[src/rtl/clkdiv_align_pkg.sv]
package clkdiv_align_pkg;
    localparam int unsigned RATIO_W = 3;
    typedef logic [RATIO_W-1:0] ratio_t;

    typedef struct packed {
        logic   stab_force;
        logic   one_shot;
        logic   sync_en;
        ratio_t ratio_m1;
    } cfg_t;

    localparam int unsigned CFG_W = $bits(cfg_t);
    localparam cfg_t CFG_RESET = '0;
endpackage

[src/rtl/clkdiv_sync_edge.sv]
module clkdiv_sync_edge #(
    parameter int unsigned STAGES = 2
) (
    input  logic clk_i,
    input  logic rst_n,
    input  logic async_i,
    output logic rise_o
);
    logic [STAGES:0] sh_d, sh_q;

    always_comb begin
        sh_d   = {sh_q[STAGES-1:0], async_i};
        rise_o = sh_q[STAGES-1] & ~sh_q[STAGES];
    end

    always_ff @(posedge clk_i or negedge rst_n) begin
        if (!rst_n) sh_q <= '0;
        else        sh_q <= sh_d;
    end

    // a detected rise is a single-cycle event
    a_r5_rise_single: assert property (@(posedge clk_i) disable iff (!rst_n)
        rise_o |=> !rise_o);
endmodule

[src/rtl/clkdiv_cfg.sv]
module clkdiv_cfg
    import clkdiv_align_pkg::*;
(
    input  logic clk_i,
    input  logic rst_n,
    input  logic wr_i,
    input  cfg_t wdata_i,
    input  logic rise_i,
    output cfg_t cfg_o,
    output logic armed_o,
    output logic sync_valid_o
);
    typedef struct packed {
        cfg_t cfg;
        logic armed;
    } st_t;

    st_t st_d, st_q;

    always_comb begin
        st_d         = st_q;
        sync_valid_o = st_q.cfg.sync_en & rise_i & (~st_q.cfg.one_shot | st_q.armed);
        if (sync_valid_o && st_q.cfg.one_shot) begin
            st_d.armed = 1'b0;
        end
        if (wr_i) begin
            st_d.cfg   = wdata_i;
            st_d.armed = wdata_i.sync_en & wdata_i.one_shot;
        end
        cfg_o   = st_q.cfg;
        armed_o = st_q.armed;
    end

    always_ff @(posedge clk_i or negedge rst_n) begin
        if (!rst_n) begin
            st_q.cfg   <= CFG_RESET;
            st_q.armed <= 1'b0;
        end else begin
            st_q <= st_d;
        end
    end

    // a consumed single-use alignment disarms the block
    a_r8_disarm: assert property (@(posedge clk_i) disable iff (!rst_n)
        (sync_valid_o && st_q.cfg.one_shot && !wr_i) |=> !armed_o);

    // arming only comes from a control write
    a_r8_arm_by_write: assert property (@(posedge clk_i) disable iff (!rst_n)
        $rose(armed_o) |-> $past(wr_i));
endmodule

[src/rtl/clkdiv_core.sv]
module clkdiv_core
    import clkdiv_align_pkg::*;
(
    input  logic   clk_i,
    input  logic   rst_n,
    input  ratio_t ratio_i,
    input  logic   sync_i,
    output ratio_t act_o,
    output logic   div_o,
    output logic   ce_o
);
    localparam logic [RATIO_W:0] TWO = (RATIO_W+1)'(2);

    typedef struct packed {
        ratio_t cnt;
        ratio_t act;
        logic   div;
        logic   ce;
    } st_t;

    st_t st_d, st_q;
    logic [RATIO_W:0] high_len;

    always_comb begin
        st_d = st_q;
        if (sync_i || st_q.cnt == st_q.act) begin
            st_d.cnt = '0;
            st_d.act = ratio_i;
        end else begin
            st_d.cnt = st_q.cnt + 1'b1;
        end
        high_len = ({1'b0, st_d.act} + TWO) >> 1;
        st_d.div = {1'b0, st_d.cnt} < high_len;
        st_d.ce  = (st_d.cnt == '0);
        act_o    = st_q.act;
        div_o    = st_q.div;
        ce_o     = st_q.ce;
    end

    always_ff @(posedge clk_i or negedge rst_n) begin
        if (!rst_n) begin
            st_q.cnt <= '0;
            st_q.act <= CFG_RESET.ratio_m1;
            st_q.div <= 1'b1;
            st_q.ce  <= 1'b1;
        end else begin
            st_q <= st_d;
        end
    end

    // counter never passes the running limit
    a_r1_cnt_bound: assert property (@(posedge clk_i) disable iff (!rst_n)
        st_q.cnt <= st_q.act);

    // the running ratio changes only at count zero
    a_r9_switch_at_zero: assert property (@(posedge clk_i) disable iff (!rst_n)
        !$stable(st_q.act) |-> st_q.cnt == '0);

    // strobe lasts one cycle when dividing
    a_r1_ce_single: assert property (@(posedge clk_i) disable iff (!rst_n)
        (ce_o && st_q.act != '0 && !sync_i) |=> !ce_o);
endmodule

[src/rtl/clkdiv_align_top.sv]
module clkdiv_align_top
    import clkdiv_align_pkg::*;
#(
    parameter int unsigned SYNC_STAGES = 2
) (
    input  logic             clk_i,
    input  logic             rst_n,
    input  logic             cfg_wr_i,
    input  logic [CFG_W-1:0] cfg_wdata_i,
    input  logic             sync_i,
    output logic             clk_div_o,
    output logic             ce_o,
    output logic             stab_req_o,
    output logic             armed_o
);
    logic   rise;
    logic   sync_valid;
    cfg_t   cfg;
    ratio_t act;
    logic   div_reg;

    clkdiv_sync_edge #(.STAGES(SYNC_STAGES)) u_edge (
        .clk_i   (clk_i),
        .rst_n   (rst_n),
        .async_i (sync_i),
        .rise_o  (rise)
    );

    clkdiv_cfg u_cfg (
        .clk_i        (clk_i),
        .rst_n        (rst_n),
        .wr_i         (cfg_wr_i),
        .wdata_i      (cfg_t'(cfg_wdata_i)),
        .rise_i       (rise),
        .cfg_o        (cfg),
        .armed_o      (armed_o),
        .sync_valid_o (sync_valid)
    );

    clkdiv_core u_core (
        .clk_i   (clk_i),
        .rst_n   (rst_n),
        .ratio_i (cfg.ratio_m1),
        .sync_i  (sync_valid),
        .act_o   (act),
        .div_o   (div_reg),
        .ce_o    (ce_o)
    );

    always_comb begin
        clk_div_o  = (act == '0) ? clk_i : div_reg;
        stab_req_o = cfg.stab_force | (act != '0);
    end

    // an accepted alignment restarts at the initial phase
    a_r5_restart: assert property (@(posedge clk_i) disable iff (!rst_n)
        sync_valid |=> (ce_o && div_reg));

    // without enable no edge is accepted, across the cfg/edge boundary
    a_r6_disabled: assert property (@(posedge clk_i) disable iff (!rst_n)
        (rise && !cfg.sync_en) |-> !sync_valid);
endmodule

[config.mk]
export PLATFORM = sky130hd
export DESIGN_NAME = clkdiv_align_top
export DESIGN_NICKNAME = d
export VERILOG_FILES = /design/src/rtl/clkdiv_align_pkg.sv /design/src/rtl/clkdiv_sync_edge.sv /design/src/rtl/clkdiv_cfg.sv /design/src/rtl/clkdiv_core.sv /design/src/rtl/clkdiv_align_top.sv
export SDC_FILE = /design/constraint.sdc
export NUM_CORES = 1
export LEC_CHECK = 0
export BUFFER_PORTS_ARGS = -buffer_cell sky130_fd_sc_hd__buf_2
export CORE_ASPECT_RATIO = 0.9
export CORE_MARGIN = 2
export CORE_UTILIZATION = 46
export DETAILED_ROUTE_END_ITERATION = 12
export PLACE_DENSITY = 0.75
export SLEW_MARGIN = 30
export SYNTH_ARGS = -nofsm -noshare
export SYNTH_HDL_FRONTEND = slang
export SYNTH_SLANG_ARGS = --single-unit
[constraint.sdc]
create_clock -name clk_i -period 2.2 [get_ports clk_i]
set_clock_uncertainty 0.1 [all_clocks]
set_input_delay 0.11 -clock clk_i [delete_from_list [all_inputs] [get_ports clk_i]]
set_output_delay 0.11 -clock clk_i [all_outputs]
set_load 0.1 [all_outputs]
# Word level (Yosys, flattened, before mapping)
# Index checks and enable logic that the tools add are counted.
# classes
n_addsub	2
magnitude_cmp	1
n_eq_ne	1
mux	5
n_bitwise	8
reduce_logical	6
# ops
op	count
$logic_not 3->1	2
$mux 3	2
$add 3x2->4 const B	1
$and 1x1->1	4
$add 3x1->3 const B	1
$eq 3x3->1	1
$lt 3x3->1	1
$mux 1	3
$reduce_bool 3->1	1
$not 1->1	2
$or 1x1->1	2
$reduce_bool 2->1	1
$logic_and 1x1->1	1
$logic_or 1x1->1	1
# totals
reg_bits	18
in_bits	10
output_inout_bits	4
wordCells	33

# Longest topological paths before layout
# Gate-level depths: netlist of run 1.
# depth
word_depth	8
ltp_mapped	12
depth_no_buf	11

# Hierarchy
# From an unflattened synthesis of run 1, not the netlist that was laid out.
# hier_totals
cells_unflattened	69
hier_area_um2	925.9
# by_module_without_submodules
module	n_inst	cells_per_inst	area_per_inst_um2	seq_area_each_um2
clkdiv_core	1	42	501.7	202.7
clkdiv_cfg	1	20	307.8	175.2
clkdiv_sync_edge	1	4	88.8	75.1
clkdiv_align_top	1	3	27.5	0.0

==> results of run 1 <==
cell type report:
cell class,count,area (sq um)
flip-flops and latches,18,457
multi-input cells,37,412
fillers,121,389
repair buffers,37,288
clock buffers,8,66.3
well taps,24,30.0
inverters,6,22.5
power groups by stage:
stage	Clock (mW)	Sequential, mW	Combinational, mW
after floorplan	0.127	0.580	0.667
after CTS	0.446	0.497	1.10
final	0.447	0.510	1.22
after global placement	0.139	0.499	0.961
after detailed placement	0.139	0.506	0.999
after global routing	0.466	0.523	1.33
final timing paths:
check,startpoint,to,cells after the start
setup / recovery,u_core.st_q[6]$_DFF_PN0_,u_core.div_o$_DFF_PN1_,11
hold / removal,rst_n,u_cfg.armed_o$_DFFE_PN0P_,2
setup reg to reg,u_core.st_q[6]$_DFF_PN0_,u_core.div_o$_DFF_PN1_,11
hold reg to reg,u_edge.sh_q[0]$_DFF_PN0_,u_edge.sh_q[1]$_DFF_PN0_,0
max in group asynchronous,rst_n,u_core.ce_o$_DFF_PN1_,2
min in group clk_i,sync_i,u_edge.sh_q[0]$_DFF_PN0_,2
cells in the final DEF, fill, tap and decap left out:
master,instances
dlygate4sd3_1,16
and3b_1,1
ha_4,3
inv_1,4
nand2_1,2
a21oi_4,1
mux2_2,6
mux2_4,3
ha_1,1
nand2b_1,1
inv_2,2
clkbuf_4,6
nand3_2,1
dfstp_2,2
dfrtp_1,15
nor2b_1,2
nand3b_1,1
o31ai_1,1
clkbuf_8,1
buf_2,12
o2111ai_4,1
xnor2_1,2
xnor2_2,2
and2_4,1
a32oi_1,1
dfrtp_4,1
nor3_2,1
nand3_1,1
o21ai_0,4
buf_4,10
and3_1,1
per-stage QoR:
stage               setup TNS, ns  util, %  instance area [sq um]
floorplan                  -0.321        -                    847
global route               -0.246     76.6                   1270
finish                    -0.0999     76.6                   1270
CTS                        -0.116     74.0                   1230
global placement           -0.111     59.3                    987
detailed placement         -0.159     59.3                    987
repair_timing:
item                                    in CTS  in global routing
buffers inserted                             1                  0
endpoints found under the setup margin       1                  2
gates cloned                                 0                  0
gates resized for setup                      3                  7
hold buffers                                16                  0
hold endpoints to repair                    26                  0
pin swaps                                    6                  6
critical path: stages (launching register included):
cell and delay (ns):
dfrtp_1 0.43, xnor2_2 0.19, nand3_2 0.11, and2_4 0.19, mux2_4 0.32, ha_4 0.27, inv_2 0.03, ha_4 0.15
a21oi_4 0.12, and3b_1 0.16, a32oi_1 0.08, o31ai_1 0.07
per-layer routing:
metal | vias up | share of wire (%) | wire length [um] | track usage [%]
met2 | 16 | 55 | 1050 | 35.3
li1 | 302 | - | - | -
met3 | 4 | 4.8 | 91 | 12.5
met4 | 0 | 1.5 | 29 | 11.9
met5 | - | 0 | 0 | 0
met1 | 319 | 39 | 742 | 23.9
flip-flops by register name (all words and copies together) (netlist names):
signal and count:
u_core.ce_o 1, u_cfg.cfg_o 6, u_core.act_o 3, u_core.st_q 3, u_cfg.armed_o 1, u_core.div_o 1
u_edge.sh_q 3
cells by family (layout without fill, tap and decap cells):
group | Yosys count | in the layout
DFF | 18 | 18
xor gates and xnor gates | 4 | 4
adders and majority gates | 4 | 4
buffers and inverters | 8 | 51
AOI/OAI and AO/OA | 8 | 8
and+or+nand+nor | 12 | 12
muxes | 9 | 9
==> results.yml, run 1 <==
status:
  status: "complete, but fails checks"
  violations: "negative setup slack"
yosys:
  ys_seq_elements: 18
  synthMuxAreaShare_pct: 13.9
  synthTopCellsByCount: "dfrtp_1 (16), inv_1 (6), mux2_2 (6)"
  yosysWarnings: 0
  async_reset_ff_share_pct: 100
  synth-main-ff-cell: "dfrtp_1"
  netlist_area_sq_um: 808
  synth_top_family_by_area: "multiplexers"
  seq_area_frac_synth_pct: 56.0
  synth_nets: 77
  synth_edf_count: 0
  synth.most_common_cell: "dfrtp_1"
  synthCells: 63
  synth.area.top_cells: "dfrtp_1 (50%), mux2_2 (8.4%), dfstp_2 (6.5%)"
  synth_xor_area_share_pct: 4.33
  synth_cell_types: 23
  synth_compound_area_share_pct: 6.19
  yosysTopAreaCell: "dfrtp_1"
  avgSynthCellArea_sq_um: 12.8
  synth_top_area_share_pct: 49.5
  synth_fa_ha_area_share_pct: 6.19
  synth_simple_gate_area_share_pct: 8.67
grt:
  grt_max_degree: 19
  grt_usage_pct: 22.7
  grt_pass1_vias: 728
  grt_pass1_wl_um: 3080
  overflow: 0
  antenna_found_initial: 0
timing:
  fin_crit_ns: 2.30
  slew_viol_final: 0
  max_freq_mhz: 435
  slew_headroom_pct: 67.7
  period_share_pct: 105
  worst_slew_pin_slew_ns: 0.488
  finalHoldViolCount: 0
  worst_slack_ns: -0.0999
  rsz0062_at_grt: "yes"
  finalSetupViolations: 1
  holdWs_ns: 0.0427
floorplan:
  core_area_sq_um: 1660
  die_h_um: 43.8
  rows: 14
  io_pins: 14
  die_w_um: 48.2
  start_util_pct: 48.6
  die-area_sq_um: 2110
cells_and_area:
  diodes: 0
  fin_cells: 130
  drive_gt1_share_pct: 50.0
  nets: 121
  area_delta_synth_final_pct: 57.7
worst_hold_path:
  hp-class: "input pin to asynchronous set/reset pin"
setup_path:
  cp.required_ns: 2.44
  start_kind: "flip-flop"
  crit_fanout: 4
  r2r_slack_ns: -0.1
  crit_type: "flip-flop to flip-flop"
  endpoint_kind: "flip-flop"
  arrival_ns: 2.54
route:
  initialDrtViolationCount: 8
  vias: 641
  wl_per_cell_um: 14.7
  drt-pass1-iter-count: 4
  ant_nets: 0
  drt_wl_total_um: 1910
  vias_per_cell: 4.93
  drc: 0
clocking:
  insertion_delay_ns: 0.42
  clk_pin_slew_ns: 0.11
  cts_tree: "done"
power_and_ir_drop:
  p_seq_share_pct: 23.4
  p_switching_mw: 0.907
  p_int_mw: 1.27
  power_mw: 2.17
  p_leak_nw: 0.580
  clockPowerShare_pct: 20.6
  pwr_density_cell_nw_per_um2: 1710
  ir_drop_mv: 1.06
  swShare_pct: 41.7
  pwr-share-comb_pct: 56.0
place:
  place_hpwl_um: 1100
  gp_congestion: 0.759
  port_buffers: 13
  post-place-ws_ns: -0.159
  dpl.cell_count: 106
job:
  cap_violations: 0
No activity file was read; power rests on OpenSTA's default activity.
==> run 2, diff against run 1 <==
--- a/config.mk
+++ b/config.mk
@@ -5,12 +5,14 @@
 export SDC_FILE = /design/constraint.sdc
 export NUM_CORES = 1
 export LEC_CHECK = 0
+export ABC_AREA = 1
 export BUFFER_PORTS_ARGS = -buffer_cell sky130_fd_sc_hd__buf_2
+export CAP_MARGIN = 10
 export CORE_ASPECT_RATIO = 0.9
 export CORE_MARGIN = 2
 export CORE_UTILIZATION = 46
 export DETAILED_ROUTE_END_ITERATION = 12
-export PLACE_DENSITY = 0.75
+export PLACE_DENSITY = 0.72
 export SLEW_MARGIN = 30
 export SYNTH_ARGS = -nofsm -noshare
 export SYNTH_HDL_FRONTEND = slang
==> constraint.sdc (replaced) <==
create_clock -name clk_i -period 2.4 [get_ports clk_i]
set_clock_uncertainty 0.1 [all_clocks]
set_input_delay 0.12 -clock clk_i [delete_from_list [all_inputs] [get_ports clk_i]]
set_output_delay 0.12 -clock clk_i [all_outputs]
set_load 0.1 [all_outputs]
==> results.yml, run 2 <==
setup_path:
  endpoint_kind: "primary output"
  cp.required_ns: 2.18
  cpMostUsedCell: "clkbuf_4"
  start_kind: "clock port"
  crit_type: "clock port to primary output"
  worstPathCellList: "clkbuf_4 -> clkbuf_4 -> mux2_2 -> buf_2"
  crit_slowest_cell: "buf_2"
  crit_fanout: 2
  max_stage_delay_ns: 0.29
  crit_buf_inv: 3
  arrival_ns: 2.00
  path_delay_family: "buffers and inverters"
timing:
  worst_slack_ns: 0.182
  slew_viol_final: 0
  rsz0062_at_grt: "no"
  final.setup.tns_ns: 0
  finalSetupViolations: 0
  worst_slew_pin_slew_ns: 0.491
  slew_headroom_pct: 67.5
  finalHoldViolCount: 0
yosys:
  synthTopCellsByCount: "dfrtp_1 (16), nand2_1 (16), inv_1 (15)"
  synth.area.top_cells: "dfrtp_1 (49%), nand2_1 (7.3%), inv_1 (6.9%)"
  yosysTopAreaCell: "dfrtp_1"
  synth_nets: 96
  seq_area_frac_synth_pct: 55.2
  avgSynthCellArea_sq_um: 10.0
  synth_edf_count: 0
  synth_cell_types: 21
  ys_seq_elements: 18
  netlist_area_sq_um: 821
  synthCells: 82
  synth-main-ff-cell: "dfrtp_1"
  async_reset_ff_share_pct: 100
  yosysWarnings: 0
  synth_top_area_share_pct: 48.8
floorplan:
  die_w_um: 48.5
  start_util_pct: 48.8
  core_area_sq_um: 1680
  rows: 14
  io_pins: 14
  die_h_um: 44.1
  die-area_sq_um: 2140
status:
  status: "finished clean"
grt:
  overflow: 0
  grt_max_degree: 19
  grt_pass1_wl_um: 2940
  antenna_found_initial: 0
  grt_pass1_vias: 704
  grt_usage_pct: 20.1
clocking:
  insertion_delay_ns: 0.40
  cts_setup_buffers: 0
  cts_tree: "done"
  clk_pin_slew_ns: 0.10
route:
  drt-pass1-iter-count: 4
  vias: 680
  drc: 0
  vias_per_cell: 4.82
  ant_nets: 0
  wl_per_cell_um: 12.8
  drt_wl_total_um: 1810
  initialDrtViolationCount: 22
cells_and_area:
  fin_cells: 141
  seq_area_sq_um: 454
  drive_gt1_share_pct: 29.1
  diodes: 0
  largest_register_ffs: 6
  area_delta_synth_final_pct: 37.8
  final_cell_mix: "nand2_1 (16), dlygate4sd3_1 (16), inv_1 (15), dfrtp_1 (15), buf_2 (13)"
  nets: 132
  finish.utilization_pct: 67.3
  fillers: 137
  multiInputGateArea_sq_um: 307
worst_hold_path:
  hp-class: "input pin to flip-flop"
job:
  cap_violations: 0
place:
  port_buffers: 13
  post-place-ws_ns: 0.323
  place_hpwl_um: 1030
  dpl.cell_count: 118
  gp_congestion: 0.790
power_and_ir_drop:
  p_leak_nw: 0.578
  ir_drop_mv: 1.17
  pwr_density_cell_nw_per_um2: 1340
## run 2: cell count changes in the layout (fill, tap and decap cells not counted), sizes merged, moves of 2 or more
cell and change:
nand2 +16, buf -9, nor2b -2, mux2 -5, nor3 +2, inv +9, nand3 +2, nor2 +5
xnor2 -3
## run 2: repair_timing
item                                   4_1_cts  5_1_grt
endpoints found under the hold margin       26        0
hold buffers                                16        0
gates resized for setup                      0        0
## run 2: per-stage QoR
| stage | cell area, sq um | power, mW | hold WS, ns |
|---|---|---|---|
| floorplan | 822 | 1.10 | -0.276 |
| global placement | 912 | 1.21 | -0.0391 |
| detailed placement | 912 | 1.23 | -0.0345 |
| CTS | 1130 | 1.53 | 0.0117 |
| global route | 1130 | 1.64 | 0.0157 |
| finish | 1130 | 1.52 | 0.0340 |
## run 2: path summary, 6_finish.rpt
| path | cells after the start | to | start | slack [ns] |
|---|---|---|---|---|
| max in group asynchronous | 2 | u_core.ce_o$_DFF_PN1_ | rst_n | 1.78 |
| setup reg to reg | 10 | u_core.div_o$_DFF_PN1_ | u_cfg.cfg_o[4]$_DFFE_PN0P_ | 0.28 |
| hold reg to reg | 0 | u_edge.sh_q[1]$_DFF_PN0_ | u_edge.sh_q[0]$_DFF_PN0_ | 0.26 |
| min in group asynchronous | 2 | u_core.act_o[1]$_DFF_PN0_ | rst_n | 0.10 |
| setup / recovery | 4 | clk_div_o | clk_i | 0.18 |
| hold / removal | 2 | u_cfg.cfg_o[0]$_DFFE_PN0P_ | cfg_wr_i | 0.03 |
## run 2: report_power, final
| group | leakage (nW) | switching (mW) | internal (mW) | total, mW |
|---|---|---|---|---|
| registers | 0.212 | 0.0563 | 0.401 | 0.457 |
| logic | 0.324 | 0.422 | 0.242 | 0.665 |
| clock network | 0.0421 | 0.229 | 0.169 | 0.398 |
| total | 0.578 | 0.707 | 0.813 | 1.52 |
## run 2: layout make-up
cell class / count / share of cell area (%)
Timing Repair Buffer: 28 / 19.5
Multi-Input combinational cell: 48 / 27.1
Clock buffer: 8 / 5.64
Sequential cell: 18 / 40.2
Tap cell: 24 / 2.65
Inverter: 15 / 4.98
## run 2: logic make-up (layout without fill, tap and decap cells)
kind of cell / after synthesis / in the layout / synth area share, %
compound gates: 8 / 8 / 5.49
flops: 18 / 18 / 55.2
xor+xnor: 1 / 1 / 1.07
fa+ha+maj: 4 / 4 / 6.10
simple gates: 31 / 31 / 19.2
buf+inv: 16 / 51 / 7.47
mux: 4 / 4 / 5.49
## run 2: per-layer routing
layer,routed length [um],part of all wire [%],up-vias,GRT usage [%]
met5,0,0,-,0
met4,61,3.4,0,15.4
met3,113,6.3,11,9.80
met2,923,51,30,34.7
met1,707,39,314,19.0
li1,-,-,325,-
## run 2: worst reg2reg max path: cells and delay by family, from the launching register on
kind | cells | cell delay (ns)
AO/OA/AOI/OAI | 3 | 0.45
adder cells (fa/ha/maj) | 2 | 0.45
buffers and inverters | 1 | 0.04
flip-flops | 1 | 0.40
AND/OR/NAND/NOR | 4 | 0.60
